## src/rtl/frt_pkg.sv

```systemverilog
package frt_pkg;
  localparam int BYTE_W = 8;
  localparam int CNT_W  = 2 * BYTE_W;
  localparam int ADDR_W = 3;
  localparam int NFLAG  = 3;

  localparam logic [ADDR_W-1:0] ADR_CTRL = 3'd0;
  localparam logic [ADDR_W-1:0] ADR_STAT = 3'd1;

  // control byte bit positions above the clock select field
  localparam int CLR_A_BIT = 2;
  localparam int LVL_A_BIT = 3;
  localparam int LVL_B_BIT = 4;

  // status bit positions
  localparam int F_MATCH_A = 0;
  localparam int F_MATCH_B = 1;
  localparam int F_WRAP    = 2;
endpackage

```

## src/rtl/frt_bus.sv

```systemverilog
module frt_bus
  import frt_pkg::*;
(
  input  logic              clk_i,
  input  logic              rst_ni,
  input  logic              sel_i,
  input  logic              we_i,
  input  logic [ADDR_W-1:0] addr_i,
  input  logic [BYTE_W-1:0] wdata_i,
  input  logic [CNT_W-1:0]  cnt_i,
  input  logic [CNT_W-1:0]  cmp_a_i,
  input  logic [CNT_W-1:0]  cmp_b_i,
  input  logic [BYTE_W-1:0] ctrl_rd_i,
  input  logic [BYTE_W-1:0] stat_rd_i,
  output logic [BYTE_W-1:0] rdata_o,
  output logic [2:0]        load_o,      // {cmp_b, cmp_a, cnt}
  output logic [CNT_W-1:0]  load_val_o,
  output logic              ctrl_we_o,
  output logic              stat_we_o,
  output logic              stat_re_o
);
  logic [BYTE_W-1:0] tmp_q;
  logic [CNT_W-1:0]  word;
  logic              wide, hi, wr, rd;

  assign wr   = sel_i & we_i;
  assign rd   = sel_i & ~we_i;
  assign wide = addr_i[2:1] != 2'd0;
  assign hi   = ~addr_i[0];

  always_comb begin
    unique case (addr_i[2:1])
      2'd1:    word = cnt_i;
      2'd2:    word = cmp_a_i;
      2'd3:    word = cmp_b_i;
      default: word = '0;
    endcase
  end

  genvar k;
  generate
    for (k = 0; k < 3; k++) begin : g_load
      assign load_o[k] = wr & ~hi & (addr_i[2:1] == 2'(k + 1));
    end
  endgenerate

  assign load_val_o = {tmp_q, wdata_i};
  assign ctrl_we_o  = wr & (addr_i == ADR_CTRL);
  assign stat_we_o  = wr & (addr_i == ADR_STAT);
  assign stat_re_o  = rd & (addr_i == ADR_STAT);

  always_comb begin
    if (addr_i == ADR_CTRL)      rdata_o = ctrl_rd_i;
    else if (addr_i == ADR_STAT) rdata_o = stat_rd_i;
    else if (hi)                 rdata_o = word[CNT_W-1:BYTE_W];
    else                         rdata_o = tmp_q;
  end

  always_ff @(posedge clk_i or negedge rst_ni) begin
    if (!rst_ni)                 tmp_q <= '0;
    else if (wide && hi && wr)   tmp_q <= wdata_i;
    else if (wide && hi && rd)   tmp_q <= word[BYTE_W-1:0];
  end

  assert_snapshot_R7: assert property (@(posedge clk_i) disable iff (!rst_ni)
    (rd && wide && hi) |=> tmp_q == $past(word[BYTE_W-1:0]));
  assert_park_R8: assert property (@(posedge clk_i) disable iff (!rst_ni)
    (wr && wide && hi) |=> tmp_q == $past(wdata_i));
endmodule

```

## src/rtl/frt_counter.sv

```systemverilog
module frt_counter
  import frt_pkg::*;
#(
  parameter int NUM_TICK = 4,
  parameter int CKS_W    = 2
) (
  input  logic                clk_i,
  input  logic                rst_ni,
  input  logic [NUM_TICK-1:0] tick_i,
  input  logic [CKS_W-1:0]    cks_i,
  input  logic                load_i,
  input  logic [CNT_W-1:0]    load_val_i,
  input  logic                clr_i,
  input  logic                stby_i,
  output logic [CNT_W-1:0]    cnt_o,
  output logic                wrap_o
);
  logic [CNT_W-1:0] cnt_q;
  logic             step;

  assign step   = tick_i[cks_i];
  assign wrap_o = step & ~load_i & ~clr_i & ~stby_i & (cnt_q == '1);
  assign cnt_o  = cnt_q;

  // priority: standby, CPU load, clear on match, tick
  always_ff @(posedge clk_i or negedge rst_ni) begin
    if (!rst_ni)     cnt_q <= '0;
    else if (stby_i) cnt_q <= '0;
    else if (load_i) cnt_q <= load_val_i;
    else if (clr_i)  cnt_q <= '0;
    else if (step)   cnt_q <= cnt_q + 1'b1;
  end

  assert_hold_R2: assert property (@(posedge clk_i) disable iff (!rst_ni)
    (!step && !load_i && !clr_i && !stby_i) |=> $stable(cnt_q));
  assert_wrap_zero_R3: assert property (@(posedge clk_i) disable iff (!rst_ni)
    wrap_o |=> cnt_q == '0);
  assert_clear_R4: assert property (@(posedge clk_i) disable iff (!rst_ni)
    (clr_i && !load_i && !stby_i) |=> cnt_q == '0);
  assert_load_wins_R8: assert property (@(posedge clk_i) disable iff (!rst_ni)
    (load_i && !stby_i) |=> cnt_q == $past(load_val_i));
  assert_stby_cnt_R10: assert property (@(posedge clk_i) disable iff (!rst_ni)
    stby_i |=> cnt_q == '0);
endmodule

```

## src/rtl/frt_cmp_ch.sv

```systemverilog
module frt_cmp_ch
  import frt_pkg::*;
(
  input  logic             clk_i,
  input  logic             rst_ni,
  input  logic [CNT_W-1:0] cnt_i,
  input  logic             load_i,
  input  logic [CNT_W-1:0] load_val_i,
  input  logic             stby_i,
  input  logic             level_i,
  output logic [CNT_W-1:0] cmp_o,
  output logic             match_o,
  output logic             pin_o
);
  logic [CNT_W-1:0] cmp_q;
  logic             pin_q;

  assign cmp_o   = cmp_q;
  assign match_o = cnt_i == cmp_q;
  assign pin_o   = pin_q;

  always_ff @(posedge clk_i or negedge rst_ni) begin
    if (!rst_ni)     cmp_q <= '1;
    else if (stby_i) cmp_q <= '1;
    else if (load_i) cmp_q <= load_val_i;
  end

  always_ff @(posedge clk_i or negedge rst_ni) begin
    if (!rst_ni)      pin_q <= 1'b0;
    else if (match_o) pin_q <= level_i;
  end

  assert_pin_level_R6: assert property (@(posedge clk_i) disable iff (!rst_ni)
    match_o |=> pin_q == $past(level_i));
  assert_pin_hold_R6: assert property (@(posedge clk_i) disable iff (!rst_ni)
    !match_o |=> $stable(pin_q));
  assert_stby_cmp_R10: assert property (@(posedge clk_i) disable iff (!rst_ni)
    stby_i |=> cmp_q == '1);
endmodule

```

## src/rtl/frt_dual_cmp.sv

```systemverilog
module frt_dual_cmp
  import frt_pkg::*;
#(
  parameter int NUM_TICK = 4
) (
  input  logic                clk_i,
  input  logic                rst_ni,
  input  logic                stby_i,
  input  logic [NUM_TICK-1:0] tick_i,
  input  logic                bus_sel_i,
  input  logic                bus_we_i,
  input  logic [ADDR_W-1:0]   bus_addr_i,
  input  logic [BYTE_W-1:0]   bus_wdata_i,
  output logic [BYTE_W-1:0]   bus_rdata_o,
  output logic                cmp_a_o,
  output logic                cmp_b_o
);
  localparam int CKS_W = (NUM_TICK > 1) ? $clog2(NUM_TICK) : 1;

  logic [CKS_W-1:0] cks_q;
  logic             clr_a_q;
  logic [1:0]       lvl_q;
  logic [NFLAG-1:0] flag_q, seen_q, flag_set, flag_clr;

  logic [CNT_W-1:0]  cnt, load_val;
  logic [CNT_W-1:0]  cmp [2];
  logic [1:0]        match, pin;
  logic [2:0]        load;
  logic              wrap, ctrl_we, stat_we, stat_re;
  logic [BYTE_W-1:0] ctrl_rd, stat_rd;

  always_comb begin
    ctrl_rd = '0;
    ctrl_rd[CKS_W-1:0] = cks_q;
    ctrl_rd[CLR_A_BIT] = clr_a_q;
    ctrl_rd[LVL_A_BIT] = lvl_q[0];
    ctrl_rd[LVL_B_BIT] = lvl_q[1];
    stat_rd = '0;
    stat_rd[NFLAG-1:0] = flag_q;
  end

  frt_bus u_bus (
    .clk_i, .rst_ni,
    .sel_i(bus_sel_i), .we_i(bus_we_i), .addr_i(bus_addr_i), .wdata_i(bus_wdata_i),
    .cnt_i(cnt), .cmp_a_i(cmp[0]), .cmp_b_i(cmp[1]),
    .ctrl_rd_i(ctrl_rd), .stat_rd_i(stat_rd), .rdata_o(bus_rdata_o),
    .load_o(load), .load_val_o(load_val),
    .ctrl_we_o(ctrl_we), .stat_we_o(stat_we), .stat_re_o(stat_re)
  );

  frt_counter #(.NUM_TICK(NUM_TICK), .CKS_W(CKS_W)) u_cnt (
    .clk_i, .rst_ni, .tick_i, .cks_i(cks_q),
    .load_i(load[0]), .load_val_i(load_val),
    .clr_i(clr_a_q & match[0]), .stby_i,
    .cnt_o(cnt), .wrap_o(wrap)
  );

  genvar c;
  generate
    for (c = 0; c < 2; c++) begin : g_ch
      frt_cmp_ch u_ch (
        .clk_i, .rst_ni, .cnt_i(cnt),
        .load_i(load[c+1]), .load_val_i(load_val), .stby_i,
        .level_i(lvl_q[c]), .cmp_o(cmp[c]), .match_o(match[c]), .pin_o(pin[c])
      );
    end
  endgenerate

  assign cmp_a_o = pin[0];
  assign cmp_b_o = pin[1];

  always_ff @(posedge clk_i or negedge rst_ni) begin
    if (!rst_ni) begin
      cks_q   <= '0;
      clr_a_q <= 1'b0;
      lvl_q   <= '0;
    end else if (ctrl_we) begin
      cks_q   <= bus_wdata_i[CKS_W-1:0];
      clr_a_q <= bus_wdata_i[CLR_A_BIT];
      lvl_q   <= {bus_wdata_i[LVL_B_BIT], bus_wdata_i[LVL_A_BIT]};
    end
  end

  // flags: clear needs a prior read of 1, a new set wins
  always_comb begin
    flag_set            = '0;
    flag_set[F_MATCH_A] = match[0];
    flag_set[F_MATCH_B] = match[1];
    flag_set[F_WRAP]    = wrap;
    flag_clr = stat_we ? (seen_q & ~bus_wdata_i[NFLAG-1:0]) : '0;
  end

  always_ff @(posedge clk_i or negedge rst_ni) begin
    if (!rst_ni) begin
      flag_q <= '0;
      seen_q <= '0;
    end else begin
      flag_q <= flag_set | (flag_q & ~flag_clr);
      if (stat_re)      seen_q <= flag_q;
      else if (stat_we) seen_q <= '0;
    end
  end

  assert_ovf_set_R3: assert property (@(posedge clk_i) disable iff (!rst_ni)
    wrap |=> flag_q[F_WRAP]);
  assert_match_a_R5: assert property (@(posedge clk_i) disable iff (!rst_ni)
    match[0] |=> flag_q[F_MATCH_A]);
  assert_match_b_R5: assert property (@(posedge clk_i) disable iff (!rst_ni)
    match[1] |=> flag_q[F_MATCH_B]);
  assert_clr_needs_read_R9: assert property (@(posedge clk_i) disable iff (!rst_ni)
    (flag_q[F_WRAP] && !seen_q[F_WRAP]) |=> flag_q[F_WRAP]);
endmodule

```

## config.mk

```make
export PLATFORM = sky130hd
export DESIGN_NAME = frt_dual_cmp
export DESIGN_NICKNAME = d
export VERILOG_FILES = /design/src/rtl/frt_pkg.sv /design/src/rtl/frt_bus.sv /design/src/rtl/frt_counter.sv /design/src/rtl/frt_cmp_ch.sv /design/src/rtl/frt_dual_cmp.sv
export SDC_FILE = /design/constraint.sdc
export NUM_CORES = 1
export LEC_CHECK = 0
export CORE_ASPECT_RATIO = 2
export CORE_MARGIN = 4
export CORE_UTILIZATION = 55
export DETAILED_ROUTE_END_ITERATION = 16
export PLACE_DENSITY = 0.73
export SLEW_MARGIN = 20
export SYNTH_ARGS = -nofsm -noshare
export SYNTH_HDL_FRONTEND = slang
export SYNTH_SLANG_ARGS = --single-unit
```

## constraint.sdc

```tcl
create_clock -name clk_i -period 2.65 [get_ports clk_i]
set_clock_uncertainty 0.2 [all_clocks]
set_input_delay 0.265 -clock clk_i [delete_from_list [all_inputs] [get_ports clk_i]]
set_output_delay 0.265 -clock clk_i [all_outputs]
set_load 0.01 [all_outputs]
```

* After elaboration in Yosys (flattened, before gate mapping)
Index checks and enable logic that the tools add are counted.
Word-level totals: register bits after elaboration 69, logic and storage cells 73, input bits 20
Operators by class: muxes and demuxes 19, bitwise operators 24, reduce and logical (&&, ||, !) cells 10, equal/unequal tests 7, add/subtract/negate cells 1, order comparisons 1
Operators with widths (number):
- two-way mux 16 bit | 8
- one-hot mux 16 bit (3 select lines) | 1
- two-way mux 8 bit | 5
- == test 16 bit | 2
- adder 16 x 1 -> 16 bit (second input constant) | 1
- == test 16 bit (second input constant) | 1
- AND 1 bit | 14
- nonzero test 2 bit | 5
- two-way mux 3 bit | 3
- AND 3 bit | 2
- NOT 3 bit | 2
- NOT 1 bit | 5
- == test 2 bit (second input constant) | 2
- nonzero test 4 bit | 1
- == test 3 x 1 -> 1 bit (second input constant) | 1
- logical AND 1 bit | 3
- zero test 3 bit | 1
- less-than comparator 2 x 3 -> 1 bit (second input constant) | 1
- OR 3 bit | 1
- binary-select mux 1 bit (select 2 bit) | 1
- == test 2 x 1 -> 1 bit (second input constant) | 1
- two-way mux 1 bit | 1

* Longest topological paths before layout
depth in word-level cells 9, gate-level depth with buffers 9, gate-level depth less buffers 7

* Modules after synthesis
A second synthesis with hierarchy kept.
Second synthesis, totals: cell total of the unflattened synthesis 420, area, all modules 4365.4 um^2
Modules (own cells, without submodules):
- frt_cmp_ch | sequential area each 445.4 um^2, cells each 76, instances 2, area an instance 897.1 um^2
- frt_counter | sequential area each 400.4 um^2, cells each 123, instances 1, area an instance 1074.8 um^2
- frt_bus | sequential area each 200.2 um^2, cells each 113, instances 1, area an instance 1067.3 um^2
- frt_dual_cmp | sequential area each 275.3 um^2, cells each 32, instances 1, area an instance 429.2 um^2

* Least setup slack after synthesis
Ideal clock, no wire load.
path type register to register, from register g_ch[0].u_ch.cmp_q[2], to register u_cnt.cnt_q[1] (netlist: u_cnt.cnt_o[1]), slack 711 ps, setup time 80 ps, cell stages (with the launch flop) 8, data required time 2370 ps, data arrival time 1659 ps, cells stage by stage dfstp_2 > xnor2_2 > nand4_1 > nor4_4 > a211o_2 > buf_12 > nor2_1 > nor3_2
On the way: word-level cells in the longest chain between the ends 5
Ends and longest elaborated chain:
- start, declared | line frt_cmp_ch.sv:15 | logic [CNT_W-1:0] cmp_q;
- start signal, assigned | line frt_cmp_ch.sv:25 | else if (load_i) cmp_q <= load_val_i;
- == test 16 bit * | line frt_cmp_ch.sv:19 | assign match_o = cnt_i == cmp_q;
- AND 1 bit * | line frt_dual_cmp.sv:54 | .clr_i(clr_a_q & match[0]), .stby_i,
- two-way mux 16 bit | line frt_counter.sv:30 | else if (clr_i) cnt_q <= '0;
- two-way mux 16 bit | line frt_counter.sv:29 | else if (load_i) cnt_q <= load_val_i;
- two-way mux 16 bit | line frt_counter.sv:28 | else if (stby_i) cnt_q <= '0;
- end signal, assigned | line frt_counter.sv:29
- end signal, assigned | line frt_counter.sv:31 | else if (step) cnt_q <= cnt_q + 1'b1;
- end, declared | line frt_counter.sv:18 | logic [CNT_W-1:0] cnt_q;
Mark *: on every way between the ends. The rest lies on a longest branch, timed or not. A chain may end at the register's enable or synchronous reset.

* Final worst setup path
from input bus_addr_i[1], to output bus_rdata_o[5]
On the way: word-level cells in the longest chain between the ends 5
Ends and longest elaborated chain:
- start, declared | line frt_dual_cmp.sv:12 | input logic [ADDR_W-1:0] bus_addr_i,
- == test 2 bit / == test 2 x 1 -> 1 bit (equally long branches) | line frt_bus.sv:32 | unique case (addr_i[2:1])
- one-hot mux 16 bit (3 select lines) | line frt_bus.sv:32
- two-way mux 8 bit | line frt_bus.sv:55 | else if (hi) rdata_o = word[CNT_W-1:BYTE_W];
- two-way mux 8 bit | line frt_bus.sv:54 | else if (addr_i == ADR_STAT) rdata_o = stat_rd_i;
- two-way mux 8 bit * | line frt_bus.sv:53 | if (addr_i == ADR_CTRL) rdata_o = ctrl_rd_i;
- end, declared | line frt_dual_cmp.sv:14 | output logic [BYTE_W-1:0] bus_rdata_o,
Marked as above.

==> key figures <==
Route
  • M1 WL: 4504 um
  • First-pass DRT Iterations: 5
  • Metal2 WL: 6313 um
  • Antenna Nets Post-Route: 0
  • Met3 Routed Length: 613 um
  • Initial DRC count: ~310
  • Via/cell ratio: around 6.5
  • Number of remaining DRC errors: 0
  • Total vias in the final route: 3455
  • Routed length per instance: about 23 um
  • Final WL: 12220 um
  • Top Metal Used: met4

Clock tree
  • Max Root-Sink Buffers: 2
  • # H-tree levels: 3
  • Clock Pin Slew Worst Setup and Hold Paths: roughly 0.06 ns
  • Worst skew pair latency: 0.34 ns
  • Setup Fix Bufs, Post-CTS: 0
  • Num CTS Buffers: 9
  • CTS sink count: 69
  • Clock root cell: clkbuf_16
  • CTS tree: built

Final layout
  • Layout cells sized above 1: 25.68%
  • Syn-to-layout area delta: 18.10%
  • Antenna diodes: 0
  • Fin nets: 456
  • Layout fillers: 595

Logic synthesis
  • Asr flop ratio synth: 100.0%
  • Net Count, Synth: 419
  • Post-synthesis cell type count: 51
  • Cell Area, Synth: 4114 um^2
  • Sequential area share after synthesis: 42.94%
  • Most common library cells after synthesis: nor2_1, dfrtp_1, dfstp_2, o22a_1, a21oi_1
  • EDFF count, synth: 0
  • Yosys top cell area share: 22.51%
  • Yosys reg bits: 69
  • Most frequent cell after synthesis: nor2_1
  • Synth warnings: 0
  • Area contributors post-synth: dfrtp_1, dfstp_2, o22a_1
  • Cells after Synth: a little under 400
  • Average size of a mapped cell: between 10 and 15 um^2
  • Post-synth top area cell: dfrtp_1
  • Ys flop type: dfrtp_1

Timing
  • Actual slew at the worst max-slew pin: slightly below 0.8 ns
  • Min Hold Slack: 0.2670 ns
  • Fin crit period: 2.462 ns
  • RSZ-0062 raised after global routing: false
  • Post-Route Setup TNS: 0 ns
  • Final setup vio count: 0
  • Pins Over Slew Limit: 0
  • Hold Fails Final Rpt: 0
  • Max_slew headroom: ~47%
  • Fin crit share: 92.89%
  • Achievable frequency: ~400 MHz

Run
  • Total of max-cap violations: 0

Worst setup path
  • WS Path Type: in -> out
  • Total stage count of the critical path: 7
  • Crit Path Max Fanout: 27
  • Slowest stage cell, crit path: clkdlybuf4s50_1
  • Bufs and invs on worst path: 3
  • CP Launch Type: primary input
  • Data arrival, critical path: 2.00 ns
  • Most used cell, CP: clkdlybuf4s50_1
  • Worst path top cell family by delay: buffers and inverters
  • CP cell instances: clkdlybuf4s50_1 > buf_12 > mux2i_1 > a211oi_1 > a21oi_1 > nor2_1 > clkdlybuf4s50_1
  • Max stage delay on crit path: between 0.5 and 0.6 ns
  • R2R cell count: 7
  • CP required: approximately 2.2 ns
  • Crit end category: primary output

Floorplan
  • Initial Util: between 50% and 60%
  • Row count: 44
  • Die Width: 69.16 um
  • Core area: 7267 um^2
  • Die Height: between 100 and 150 um
  • Die area: 9012 um^2
  • IO Pins: 30

Global routing
  • First-pass GRT wire length: slightly below 20000 um
  • Tot GR Track Use: 28.31%
  • Initial antenna violation count: 0
  • Vias in the first global route: ~3600
  • Total gr overflow: 0
  • Largest net degree at the start of global routing: 70

Placement
  • Port Buffers: 29
  • Final GP Congestion: approximately 0.94
  • Final HPWL DP: 8602 um

Power and ir drop
  • PD cells: 580.1 nW/um^2
  • Leak: 1.919 nW
  • Max IR drop VDD: 0.0004826 V
  • Design Power: 0.002819 W

Run status
  • Outcome: finished clean

Min path
  • HP Class: in -> async
layout by cell type (no fill, tap or decap), types with 4 or more instances in the layout:
cell             count
a32o_1               4
o22ai_1              4
mux2i_1              5
a21oi_1             29
a21oi_2              9
dfrtp_1             37
a22oi_1             17
inv_1                7
xor2_1              19
dfstp_2             32
nor2_1              40
nand4_1              8
xnor2_1             14
mux2_2              15
nand2_1             24
o31ai_1              5
nand3_1              8
clkbuf_1             4
buf_4               21
o22a_1              32
o21ai_0              5
nand3b_1             6
clkbuf_16           10
mux4_2               6
nor4_1               4
clkdlybuf4s50_1     27
and3_1               5
path summary, 6_finish.rpt:
| path | startpoint | endpoint | slack (ns) |
|---|---|---|---|
| min reg2reg | g_ch[1].u_ch.pin_o$_DFFE_PN0P_ | g_ch[1].u_ch.pin_o$_DFFE_PN0P_ | 0.30 |
| max in group asynchronous | rst_ni | g_ch[0].u_ch.cmp_o[3]$_DFFE_PN1P_ | 1.62 |
| min in group clk_i | g_ch[1].u_ch.pin_o$_DFFE_PN0P_ | g_ch[1].u_ch.pin_o$_DFFE_PN0P_ | 0.30 |
| min | rst_ni | seen_q[0]$_DFFE_PN0P_ | 0.27 |
| max | bus_addr_i[1] | bus_rdata_o[5] | 0.19 |
| max reg2reg | u_cnt.cnt_o[14]$_DFFE_PN0P_ | u_cnt.cnt_o[3]$_DFFE_PN0P_ | 0.21 |
stage by stage:
stage          setup WS, ns  utilization, %  std cells  cell area [um^2]
2_1_floorplan        0.7107               -        398              4114
3_3_place_gp        0.04282           62.64        514              4552
3_5_place_dp        0.03259           62.64        514              4552
4_1_cts             0.03213           66.41        531              4826
5_1_grt             0.08446           66.86        532              4858
6_report             0.1884           66.86        532              4858
routing by layer:
metal  vias up  track usage, %
met2       145           49.10
li1       1534               -
met4         0           19.45
met5         -               0
met1      1723           31.30
met3        53           5.089
report_power, final:
part | total [W] | internal [W] | switching (W)
clock network | 0.00109 | 0.000657 | 0.000431
registers | 0.00124 | 0.00113 | 0.000109
logic | 0.000493 | 0.000226 | 0.000267
cell type report:
type | count | area [um^2] | area share (%)
repair buffers | 55 | 540.5 | 11.13
clock inverters | 2 | 10.01 | 0.2060
well taps | 92 | 115.1 | 2.369
clock buffers | 14 | 254.0 | 5.228
flip-flops and latches | 69 | 1767 | 36.36
inverters | 7 | 26.28 | 0.5408
multi-input cells | 293 | 2146 | 44.17
logic make-up (layout without fill, tap and decap cells):
kind of cell / count (synthesis) / count (layout) / share of synthesized area [%]
and+or+nand+nor: 110 / 110 / 13.50
muxes: 26 / 26 / 8.607
buffers and inverters: 36 / 78 / 5.018
adders and majority gates: 1 / 1 / 0.3041
xor gates and xnor gates: 36 / 36 / 8.212
AOI/OAI and AO/OA: 120 / 120 / 21.41
DFF: 69 / 69 / 42.94
worst reg2reg max path, stage by stage, from the launching register on:
cell and delay [ns]:
dfrtp_1 0.44, xnor2_1 0.34, nand4_1 0.21, nor4_4 0.46, a21boi_2 0.20, buf_4 0.19
a22oi_1 0.17, nor2_1 0.09
flip-flops by register name (all words and copies together) (netlist names):
| register | cells |
|---|---|
| g_ch.u_ch.pin_o | 2 |
| flag_q | 3 |
| lvl_q | 2 |
| u_bus.tmp_q | 8 |
| g_ch.u_ch.cmp_o | 32 |
| clr_a_q | 1 |
| seen_q | 3 |
| cks_q | 2 |
| u_cnt.cnt_o | 16 |
timing repair:
item	4_1_cts	5_1_grt
hold buffers	1	0
resized for setup	0	2
hold endpoints to repair	37	0
endpoints found under the setup margin	0	2
No activity file was read; power rests on OpenSTA's default activity.
